`src/rtl/pwm_saw_pkg.sv`:
```
package pwm_saw_pkg;
   localparam int REG_W = 32;

   // register addresses
   localparam int A_CTRL   = 0;
   localparam int A_DIR    = 1;
   localparam int A_PIN    = 2;
   localparam int A_PERIOD = 3;
   localparam int A_CMPA   = 4;
   localparam int A_CMPB   = 5;
   localparam int A_COUNT  = 6;

   // control field positions
   localparam int RUN_BIT  = 0;
   localparam int MODE_LSB = 16;
   localparam int PSC_LSB  = 24;
   localparam int FLD_W    = 3;
   localparam logic [FLD_W-1:0] MODE_SAW = 3'd0;

   // pin-control layout: per output, stride 16
   localparam int PIN_STRIDE = 16;
   localparam int CODE_W     = 5;
   localparam int OE_OFS     = 8;
   localparam logic [REG_W-1:0] PIN_MASK = 32'h011F_011F;

   typedef enum logic [1:0] {
      ACT_KEEP   = 2'b00,
      ACT_LOW    = 2'b01,
      ACT_HIGH   = 2'b10,
      ACT_TOGGLE = 2'b11
   } pin_act_e;

   typedef struct packed {
      logic     init_lvl;
      pin_act_e end_act;
      pin_act_e match_act;
   } pin_code_t;

   function automatic logic apply_act(pin_act_e a, logic lvl);
      case (a)
         ACT_KEEP: return lvl;
         ACT_LOW:  return 1'b0;
         ACT_HIGH: return 1'b1;
         default:  return ~lvl;
      endcase
   endfunction
endpackage

```
`src/rtl/pwm_saw_prescaler.sv`:
```
module pwm_saw_prescaler #(
   parameter int SEL_MAX = 5,
   parameter int SEL_W   = 3
) (
   input  logic             clk,
   input  logic             rst_n,
   input  logic             en,
   input  logic [SEL_W-1:0] sel,
   output logic             tick
);
   localparam int PRE_W = 2 * SEL_MAX;

   if (SEL_MAX < 1 || SEL_MAX >= (1 << SEL_W)) begin : g_bad_sel
      $error("pwm_saw_prescaler: SEL_MAX must be in 1..2**SEL_W-1");
   end

   logic [PRE_W-1:0] pre_q;
   logic [PRE_W-1:0] lim_m1;
   logic [SEL_W-1:0] sel_c;

   always_comb begin
      sel_c  = (sel > SEL_W'(SEL_MAX)) ? SEL_W'(SEL_MAX) : sel;
      lim_m1 = '0;
      for (int i = 0; i < SEL_MAX; i++) begin
         if (SEL_W'(i) < sel_c) lim_m1[2*i +: 2] = 2'b11;
      end
   end

   assign tick = en && (pre_q == lim_m1);

   always_ff @(posedge clk or negedge rst_n) begin
      if (!rst_n)            pre_q <= '0;
      else if (!en || tick)  pre_q <= '0;
      else                   pre_q <= pre_q + 1'b1;
   end

   // with a divider of at least 4, two ticks never fall on adjacent clocks
   p_tick_space_r3: assert property (@(posedge clk) disable iff (!rst_n)
      (tick && sel_c != '0) |=> !tick);
endmodule

```
`src/rtl/pwm_saw_counter.sv`:
```
module pwm_saw_counter #(
   parameter int CNT_W = 16
) (
   input  logic             clk,
   input  logic             rst_n,
   input  logic             tick,
   input  logic [CNT_W-1:0] period,
   output logic [CNT_W-1:0] cnt,
   output logic [CNT_W-1:0] nxt,
   output logic             wrap
);
   assign wrap = tick && (cnt == period);
   assign nxt  = wrap ? '0 : cnt + 1'b1;

   always_ff @(posedge clk or negedge rst_n) begin
      if (!rst_n)    cnt <= '0;
      else if (tick) cnt <= nxt;
   end

   p_wrap_zero_r5: assert property (@(posedge clk) disable iff (!rst_n)
      wrap |=> (cnt == '0));
   p_step_one_r5: assert property (@(posedge clk) disable iff (!rst_n)
      (tick && !wrap) |=> (cnt == $past(cnt) + 1'b1));
   p_no_tick_hold_r2: assert property (@(posedge clk) disable iff (!rst_n)
      !tick |=> $stable(cnt));
endmodule

```
`src/rtl/pwm_saw_out.sv`:
```
module pwm_saw_out
   import pwm_saw_pkg::*;
#(
   parameter int CNT_W = 16
) (
   input  logic             clk,
   input  logic             rst_n,
   input  logic             active,
   input  logic             tick,
   input  logic             wrap,
   input  logic [CNT_W-1:0] nxt,
   input  logic [CNT_W-1:0] cmp,
   input  pin_code_t        code,
   input  logic             oe,
   output logic             pin
);
   logic lvl_q;
   logic lvl_end;
   logic lvl_new;

   always_comb begin
      lvl_end = wrap ? apply_act(code.end_act, lvl_q) : lvl_q;
      lvl_new = (tick && nxt == cmp) ? apply_act(code.match_act, lvl_end) : lvl_end;
   end

   always_ff @(posedge clk or negedge rst_n) begin
      if (!rst_n)       lvl_q <= 1'b0;
      else if (!active) lvl_q <= code.init_lvl;
      else              lvl_q <= lvl_new;
   end

   assign pin = oe & lvl_q;

   p_idle_init_r10: assert property (@(posedge clk) disable iff (!rst_n)
      !active |=> (lvl_q == $past(code.init_lvl)));
endmodule

```
`src/rtl/pwm_saw_timer.sv`:
```
module pwm_saw_timer
   import pwm_saw_pkg::*;
#(
   parameter int CNT_W   = 16,
   parameter int SEL_MAX = 5,
   parameter int ADDR_W  = 3
) (
   input  logic              clk,
   input  logic              rst_n,
   input  logic              reg_wr,
   input  logic [ADDR_W-1:0] reg_addr,
   input  logic [31:0]       reg_wdata,
   output logic [31:0]       reg_rdata,
   output logic              pwm_a,
   output logic              pwm_b
);
   localparam int N_OUT = 2;

   if (CNT_W < 2 || CNT_W > REG_W) begin : g_bad_cnt
      $error("pwm_saw_timer: CNT_W must be in 2..32");
   end
   if (ADDR_W < 3) begin : g_bad_addr
      $error("pwm_saw_timer: ADDR_W must be at least 3");
   end

   logic             run_q;
   logic [FLD_W-1:0] mode_q;
   logic [FLD_W-1:0] psc_q;
   logic             dir_q;
   logic [REG_W-1:0] pin_q;
   logic [CNT_W-1:0] period_q;
   logic [CNT_W-1:0] cmp_q [N_OUT];

   logic             active;
   logic             tick;
   logic             wrap;
   logic [CNT_W-1:0] cnt;
   logic [CNT_W-1:0] nxt;
   logic [N_OUT-1:0] pins;

   assign active = run_q && dir_q && (mode_q == MODE_SAW);

   // register writes
   always_ff @(posedge clk or negedge rst_n) begin
      if (!rst_n) begin
         run_q    <= 1'b0;
         mode_q   <= '0;
         psc_q    <= '0;
         dir_q    <= 1'b0;
         pin_q    <= '0;
         period_q <= '0;
         for (int k = 0; k < N_OUT; k++) cmp_q[k] <= '0;
      end else if (reg_wr) begin
         case (int'(reg_addr))
            A_CTRL: begin
               run_q <= reg_wdata[RUN_BIT];
               if (!run_q) begin
                  mode_q <= reg_wdata[MODE_LSB +: FLD_W];
                  psc_q  <= reg_wdata[PSC_LSB +: FLD_W];
               end
            end
            A_DIR:    if (reg_wdata[1]) dir_q <= reg_wdata[0];
            A_PIN:    pin_q    <= reg_wdata;
            A_PERIOD: period_q <= reg_wdata[CNT_W-1:0];
            A_CMPA:   cmp_q[0] <= reg_wdata[CNT_W-1:0];
            A_CMPB:   cmp_q[1] <= reg_wdata[CNT_W-1:0];
            default: ;
         endcase
      end
   end

   // register reads
   always_comb begin
      reg_rdata = '0;
      case (int'(reg_addr))
         A_CTRL: begin
            reg_rdata[RUN_BIT]            = run_q;
            reg_rdata[MODE_LSB +: FLD_W]  = mode_q;
            reg_rdata[PSC_LSB +: FLD_W]   = psc_q;
         end
         A_DIR:    reg_rdata[0] = dir_q;
         A_PIN:    reg_rdata    = pin_q & PIN_MASK;
         A_PERIOD: reg_rdata    = REG_W'(period_q);
         A_CMPA:   reg_rdata    = REG_W'(cmp_q[0]);
         A_CMPB:   reg_rdata    = REG_W'(cmp_q[1]);
         A_COUNT:  reg_rdata    = REG_W'(cnt);
         default:  reg_rdata    = '0;
      endcase
   end

   pwm_saw_prescaler #(.SEL_MAX(SEL_MAX), .SEL_W(FLD_W)) u_psc (
      .clk(clk), .rst_n(rst_n), .en(active), .sel(psc_q), .tick(tick)
   );

   pwm_saw_counter #(.CNT_W(CNT_W)) u_cnt (
      .clk(clk), .rst_n(rst_n), .tick(tick), .period(period_q),
      .cnt(cnt), .nxt(nxt), .wrap(wrap)
   );

   for (genvar g = 0; g < N_OUT; g++) begin : g_out
      pwm_saw_out #(.CNT_W(CNT_W)) u_out (
         .clk(clk), .rst_n(rst_n), .active(active), .tick(tick), .wrap(wrap),
         .nxt(nxt), .cmp(cmp_q[g]),
         .code(pin_code_t'(pin_q[PIN_STRIDE*g +: CODE_W])),
         .oe(pin_q[PIN_STRIDE*g + OE_OFS]),
         .pin(pins[g])
      );
   end

   assign pwm_a = pins[0];
   assign pwm_b = pins[1];

   p_hold_r2: assert property (@(posedge clk) disable iff (!rst_n)
      !active |=> $stable(cnt));
   p_lock_r4: assert property (@(posedge clk) disable iff (!rst_n)
      (run_q && reg_wr && int'(reg_addr) == A_CTRL) |=> ($stable(mode_q) && $stable(psc_q)));
   p_oe_low_r9: assert property (@(posedge clk) disable iff (!rst_n)
      $fell(pin_q[OE_OFS]) |-> !pwm_a);
endmodule

```
`config.mk`:
```
export PLATFORM = sky130hd
export DESIGN_NAME = pwm_saw_timer
export DESIGN_NICKNAME = d
export VERILOG_FILES = /design/src/rtl/pwm_saw_pkg.sv /design/src/rtl/pwm_saw_prescaler.sv /design/src/rtl/pwm_saw_counter.sv /design/src/rtl/pwm_saw_out.sv /design/src/rtl/pwm_saw_timer.sv
export SDC_FILE = /design/constraint.sdc
export NUM_CORES = 1
export LEC_CHECK = 0
export ABC_CLOCK_PERIOD_IN_PS = 8300
export CAP_MARGIN = 20
export CORE_AREA = 10 10 110 112
export DETAILED_ROUTE_END_ITERATION = 16
export DIE_AREA = 0 0 120 122
export PLACE_DENSITY = 0.85
export SKIP_CTS_REPAIR_TIMING = 1
export SYNTH_ARGS = -nofsm -noshare
export SYNTH_HDL_FRONTEND = slang
export SYNTH_HIERARCHICAL = 1
export SYNTH_SLANG_ARGS = --single-unit
export TNS_END_PERCENT = 50
```
`constraint.sdc`:
```
create_clock -name clk -period 8.3 [get_ports clk]
set_input_delay 2.075 -clock clk [delete_from_list [all_inputs] [get_ports clk]]
set_output_delay 2.075 -clock clk [all_outputs]
set_load 0.005 [all_outputs]
```
* Word level (Yosys, flattened, before mapping)
Index checks and enable logic that the tools add are counted.
** Cells by class
- Mux-type cells :: 23
- $add $sub $neg :: 2
- Equal/unequal tests :: 18
- Order comparisons :: 6
- Bitwise operators :: 7
- Reductions and logical operators :: 21
** Operators with widths (count)
- one-hot mux 15 bit (5 select lines) :: 1
- equality test 16 bit :: 3
- adder 16 x 1 -> 16 bit (second input constant) :: 1
- 2-to-1 mux 16 bit :: 1
- 2-to-1 mux 2 bit :: 6
- one-hot mux 1 bit (3 select lines) :: 4
- one-hot mux 3 bit (2 select lines) :: 2
- adder 10 x 1 -> 10 bit (second input constant) :: 1
- equality test 10 bit :: 1
- 2-to-1 mux 10 bit :: 1
- AND reduction 2 bit :: 5
- equality test 3 bit (second input constant) :: 3
- equality test 2 x 1 -> 1 bit (second input constant) :: 4
- equality test 2 bit (second input constant) :: 4
- zero test 2 bit :: 4
- one-hot mux 1 bit (7 select lines) :: 1
- equality test 3 x 2 -> 1 bit (second input constant) :: 2
- logical AND 1 bit :: 6
- zero test 3 bit :: 2
- less-than comparator 1 x 3 -> 1 bit (first input constant) :: 2
- less-than comparator 2 x 3 -> 1 bit (first input constant) :: 2
- 2-to-1 mux 1 bit :: 6
- AND reduction 3 bit :: 2
- inverter 1 bit :: 5
- other kinds (7) :: 8
** Storage, ports and cells
- Output and inout port bits :: 34
- Input port bits :: 38
- Word-level logic and storage cells :: 89
- Register bits after elaboration :: 109

* Logic depth before layout (Yosys ltp)
- Depth in word-level cells :: 12
- Depth in mapped cells :: 14
- Depth with buffers taken out :: 13

* By module
The synthesis kept the hierarchy.
** By module, submodules not included
- pwm_saw_timer :: times used 1, cells each 258, area an instance 3432.0 um^2, sequential area each 1701.6 um^2
- pwm_saw_counter :: times used 1, cells each 174, area an instance 1380.1 um^2, sequential area each 400.4 um^2
- pwm_saw_prescaler :: times used 1, cells each 62, area an instance 599.3 um^2, sequential area each 250.2 um^2
- pwm_saw_out :: times used 2, cells each 30, area an instance 252.7 um^2, sequential area each 25.0 um^2

* Least setup slack after synthesis
OpenSTA, ideal clock, no wires.
- Kind :: input port to output port
- Start point :: input reg_addr[1]
- End point :: output reg_rdata[0]
- Setup slack :: 3229 ps
- Path buffers :: 2
- Arrival :: 2996 ps
- Data required time :: 6225 ps
- Stages on the path :: 5
- Cell sequence :: buf_4 > buf_2 > mux2_2 > a21oi_1 > o21ai_0
** On the way
- Longest elaborated chain between the ends :: 2
- Elaborated cells between the ends (all ways) :: 8
- Those cells by class :: eq/ne (6); mux (1); reduce/logical (1)
** RTL lines
- from (decl) :: line pwm_saw_timer.sv:11 : input logic [ADDR_W-1:0] reg_addr,
- equality test 3 bit (tied with other cells) :: line pwm_saw_timer.sv:75 : case (int'(reg_addr))
- one-hot mux 1 bit (7 select lines) * :: line pwm_saw_timer.sv:75
- to (decl) :: line pwm_saw_timer.sv:13 : output logic [31:0] reg_rdata,
Mark *: on every way between the ends. The rest lies on a longest branch, timed or not.

* Worst setup path in the final report
- Start point :: input reg_addr[1]
- End point :: output reg_rdata[1]
** On the way
- Longest elaborated chain between the ends :: 2
- Elaborated cells between the ends (all ways) :: 6
- Those cells by class :: eq/ne (5); mux (1)
** RTL lines (line)
- equality test 3 bit / equality test 3 x 2 -> 1 bit (equally long branches) :: pwm_saw_timer.sv:75
- one-hot mux 15 bit (5 select lines) * :: pwm_saw_timer.sv:75
Marked as above.

==> results by group <==
Critical path
  • Arr. time, crit path: approximately 4.8 ns
  • Worst Setup Start Kind: primary input
  • R2r worst-path depth: 12
  • Critical Path RT: ~6.2 ns
  • CP endpoint kind: primary output
  • Worst r2r src: psc_q[2]
  • Crit path kind: in2out
  • Flop-to-flop setup slack: about 4 ns
  • Critical register-to-register path endpoint: g_out[0].u_out/lvl_q
  • Crit path launch: reg_addr[1]
  • Worst Path Max Fanout: 18
  • Crit path to: reg_rdata[1]

Floorplanning
  • Die height: 122 um
  • Chip width: around 120 um
  • Starting density of the core: 58.90%
  • Core area: approximately 0.010 mm^2
  • Row Count: 37
  • Die area: roughly 0.015 mm^2
  • IO Count: between 70 and 80

Clock tree
  • Root buffer cell: clkbuf_8
  • CTS H-Tree Depth: 3
  • Worst-skew pair later-pin latency: 0.39 ns
  • CTS max path bufs: 2
  • Num Clock Sinks: 96
  • CTS tree: done
  • Reg clk slew, reported paths: approximately 0.09 ns
  • Cts bufs inserted: 9

STA
  • Final period util: about 83%
  • Setup TNS: 0 ns
  • Peak Freq: about 0.15 GHz
  • Endpoints failing setup: 0
  • Worst Tran Pin Value: just under 1 ns
  • Slew Limit Fails: 0
  • Unrepaired setup endpoints after global routing: no
  • Worst Clk Skew: 0.01458 ns
  • Max_slew headroom: a little over a third
  • Tmin final: around 6.9 ns
  • Min Hold Slack: 0.4965 ns
  • Endpoints failing hold: 0

GRT
  • Initial antenna violation count: 0
  • First-pass GRT wire length: around 24000 um
  • Largest net degree at the start of global routing: 54
  • Vias in the first global route: between 4000 and 5000
  • Gr ovfl total: 0
  • Total GRT Usage: 20.14%

Logic synthesis
  • Syn Area/Cell: ~11 um^2
  • Post-synth EDFFs: 0
  • Register area share after synthesis: 40.60%
  • Synthesis-stage register bit count: between 90 and 100
  • Warnings, synthesis: 6
  • Ys flop type: dfrtp_1
  • Post-synth ARST share: 100.0%
  • Count of cell types in the netlist: 58
  • Post-Syn Instances: between 500 and 600
  • Mapped Area: between 0.005 and 0.006 mm^2

Detailed routing
  • Router iterations before antenna repair: 5
  • Detailed Route Iter0 Violations: 385
  • WL final: approximately 14000 um
  • # DRC: 0
  • Remaining antenna violation count: 0
  • Total number of vias: roughly 4400
  • WL per Instance: 19.80 um
  • Via/cell ratio: approximately 6

Pwr
  • Cell Pwr Density: approximately 190 mW/mm^2
  • Peak VDD IR: 121.6 uV
  • Leakage power: roughly 2.7 nW

Run status
  • Status: finished clean

Run
  • Maxcap violations: 0

Layout
  • Commonest non-fill, non-tap cell in the layout: dfrtp_1
  • Share of cells above drive strength 1: 18.12%
  • Commonest cells after routing, fill and taps aside: dfrtp_1, mux2_2, clkdlybuf4s50_1, xnor2_1, nor2_1
  • Nets: 631
  • ANT cells: 0
  • Area growth from synthesis to final layout: 11.74%

Worst hold path
  • Worst min path class: reg2reg

Placed design
  • Gpl congestion: ~0.94
  • Detailed Place HPWL: roughly 11000 um
  • # port buffers: 55
[flip-flops by register name (all words and copies together), names as in the netlist]
register           cells
cmp_q                 32
dir_q                  1
g_out.u_out/lvl_q      2
mode_q                 3
period_q              16
pin_q                 12
psc_q                  3
run_q                  1
u_cnt/cnt             16
u_psc/pre_q           10
[critical path: stages]
cell and delay, ns:
clkdlybuf4s50_1 1.01, nand2b_1 0.58, nor2_1 0.22, a221o_1 0.45, clkdlybuf4s50_1 0.46
[Yosys cell counts, drive strengths merged (11+ instances only)]
master   n  area [um^2]
a21oi   14        70.07
and2    14        87.58
buf     33        232.7
dfrtp   96         2402
mux2    70        825.8
mux2i   24        240.2
nand2   29        108.9
nand2b  12        77.58
nand3   12        60.06
nand4   13        96.34
nor2    38        160.2
nor3    25        130.1
o21ai   11        55.05
xnor2   41        359.1
xor2    28        245.2
[cell type report]
type	instances	area, um^2
well taps	136	170.2
clock inverters	6	51.30
multi-input cells	421	3266
flip-flops and latches	96	2402
clock buffers	10	137.6
repair buffers	58	565.5
fillers	803	3435
inverters	5	18.77
[per-stage QoR]
| step | power [mW] | instance area, um^2 | util [%] | worst slack, ns | instances |
|---|---|---|---|---|---|
| 6_report | 1.233 | 6611 | 65.81 | 1.418 | 732 |
| 5_1_grt | 1.293 | 6611 | 65.81 | 1.343 | 732 |
| 4_1_cts | 1.238 | 6611 | 65.81 | 1.462 | 732 |
| 3_5_place_dp | 0.9387 | 6422 | 63.93 | 1.465 | 716 |
| 3_3_place_gp | 0.9268 | 6422 | 63.93 | 1.509 | 716 |
| 2_1_floorplan | 0.8184 | 5943 | - | 3.229 | 561 |
[worst min path at each step]
stage,from,depth (start not counted),end,slack (ns)
finish,u_psc/pre_q[0],1,u_psc/pre_q[0],0.50
global route,u_psc/pre_q[0],1,u_psc/pre_q[0],0.54
CTS,u_psc/pre_q[0],1,u_psc/pre_q[0],0.51
detailed placement,u_psc/pre_q[0],1,u_psc/pre_q[0],0.49
global placement,u_psc/pre_q[0],1,u_psc/pre_q[0],0.46
floorplan,u_psc/pre_q[0],1,u_psc/pre_q[0],0.45
[where the power goes]
part | switching [mW] | internal (mW) | total [mW]
logic | 0.132 | 0.174 | 0.306
registers | 0.0838 | 0.544 | 0.628
clock network | 0.177 | 0.121 | 0.299
total | 0.393 | 0.840 | 1.23
[per-layer routing]
layer	vias up	wire [um]	GRT usage (%)	share of wire [%]
li1	2043	-	-	-
met1	2157	5824	24.00	40
met2	182	7230	34.42	50
met3	30	1104	6.013	7.6
met4	0	333	6.259	2.3
met5	-	0	0	0
[kinds of logic after synthesis]
kind of cell / Yosys count / synth area share (%)
and+or+nand+nor: 186 / 18.21
DFF: 96 / 40.60
muxes: 94 / 18.02
xor gates and xnor gates: 69 / 10.21
AOI/OAI and AO/OA: 62 / 7.825
buffers and inverters: 44 / 4.652
adders and majority gates: 2 / 0.4229
other: 1 / 0.06338
Note: power is estimated with default switching activity, not from simulation.
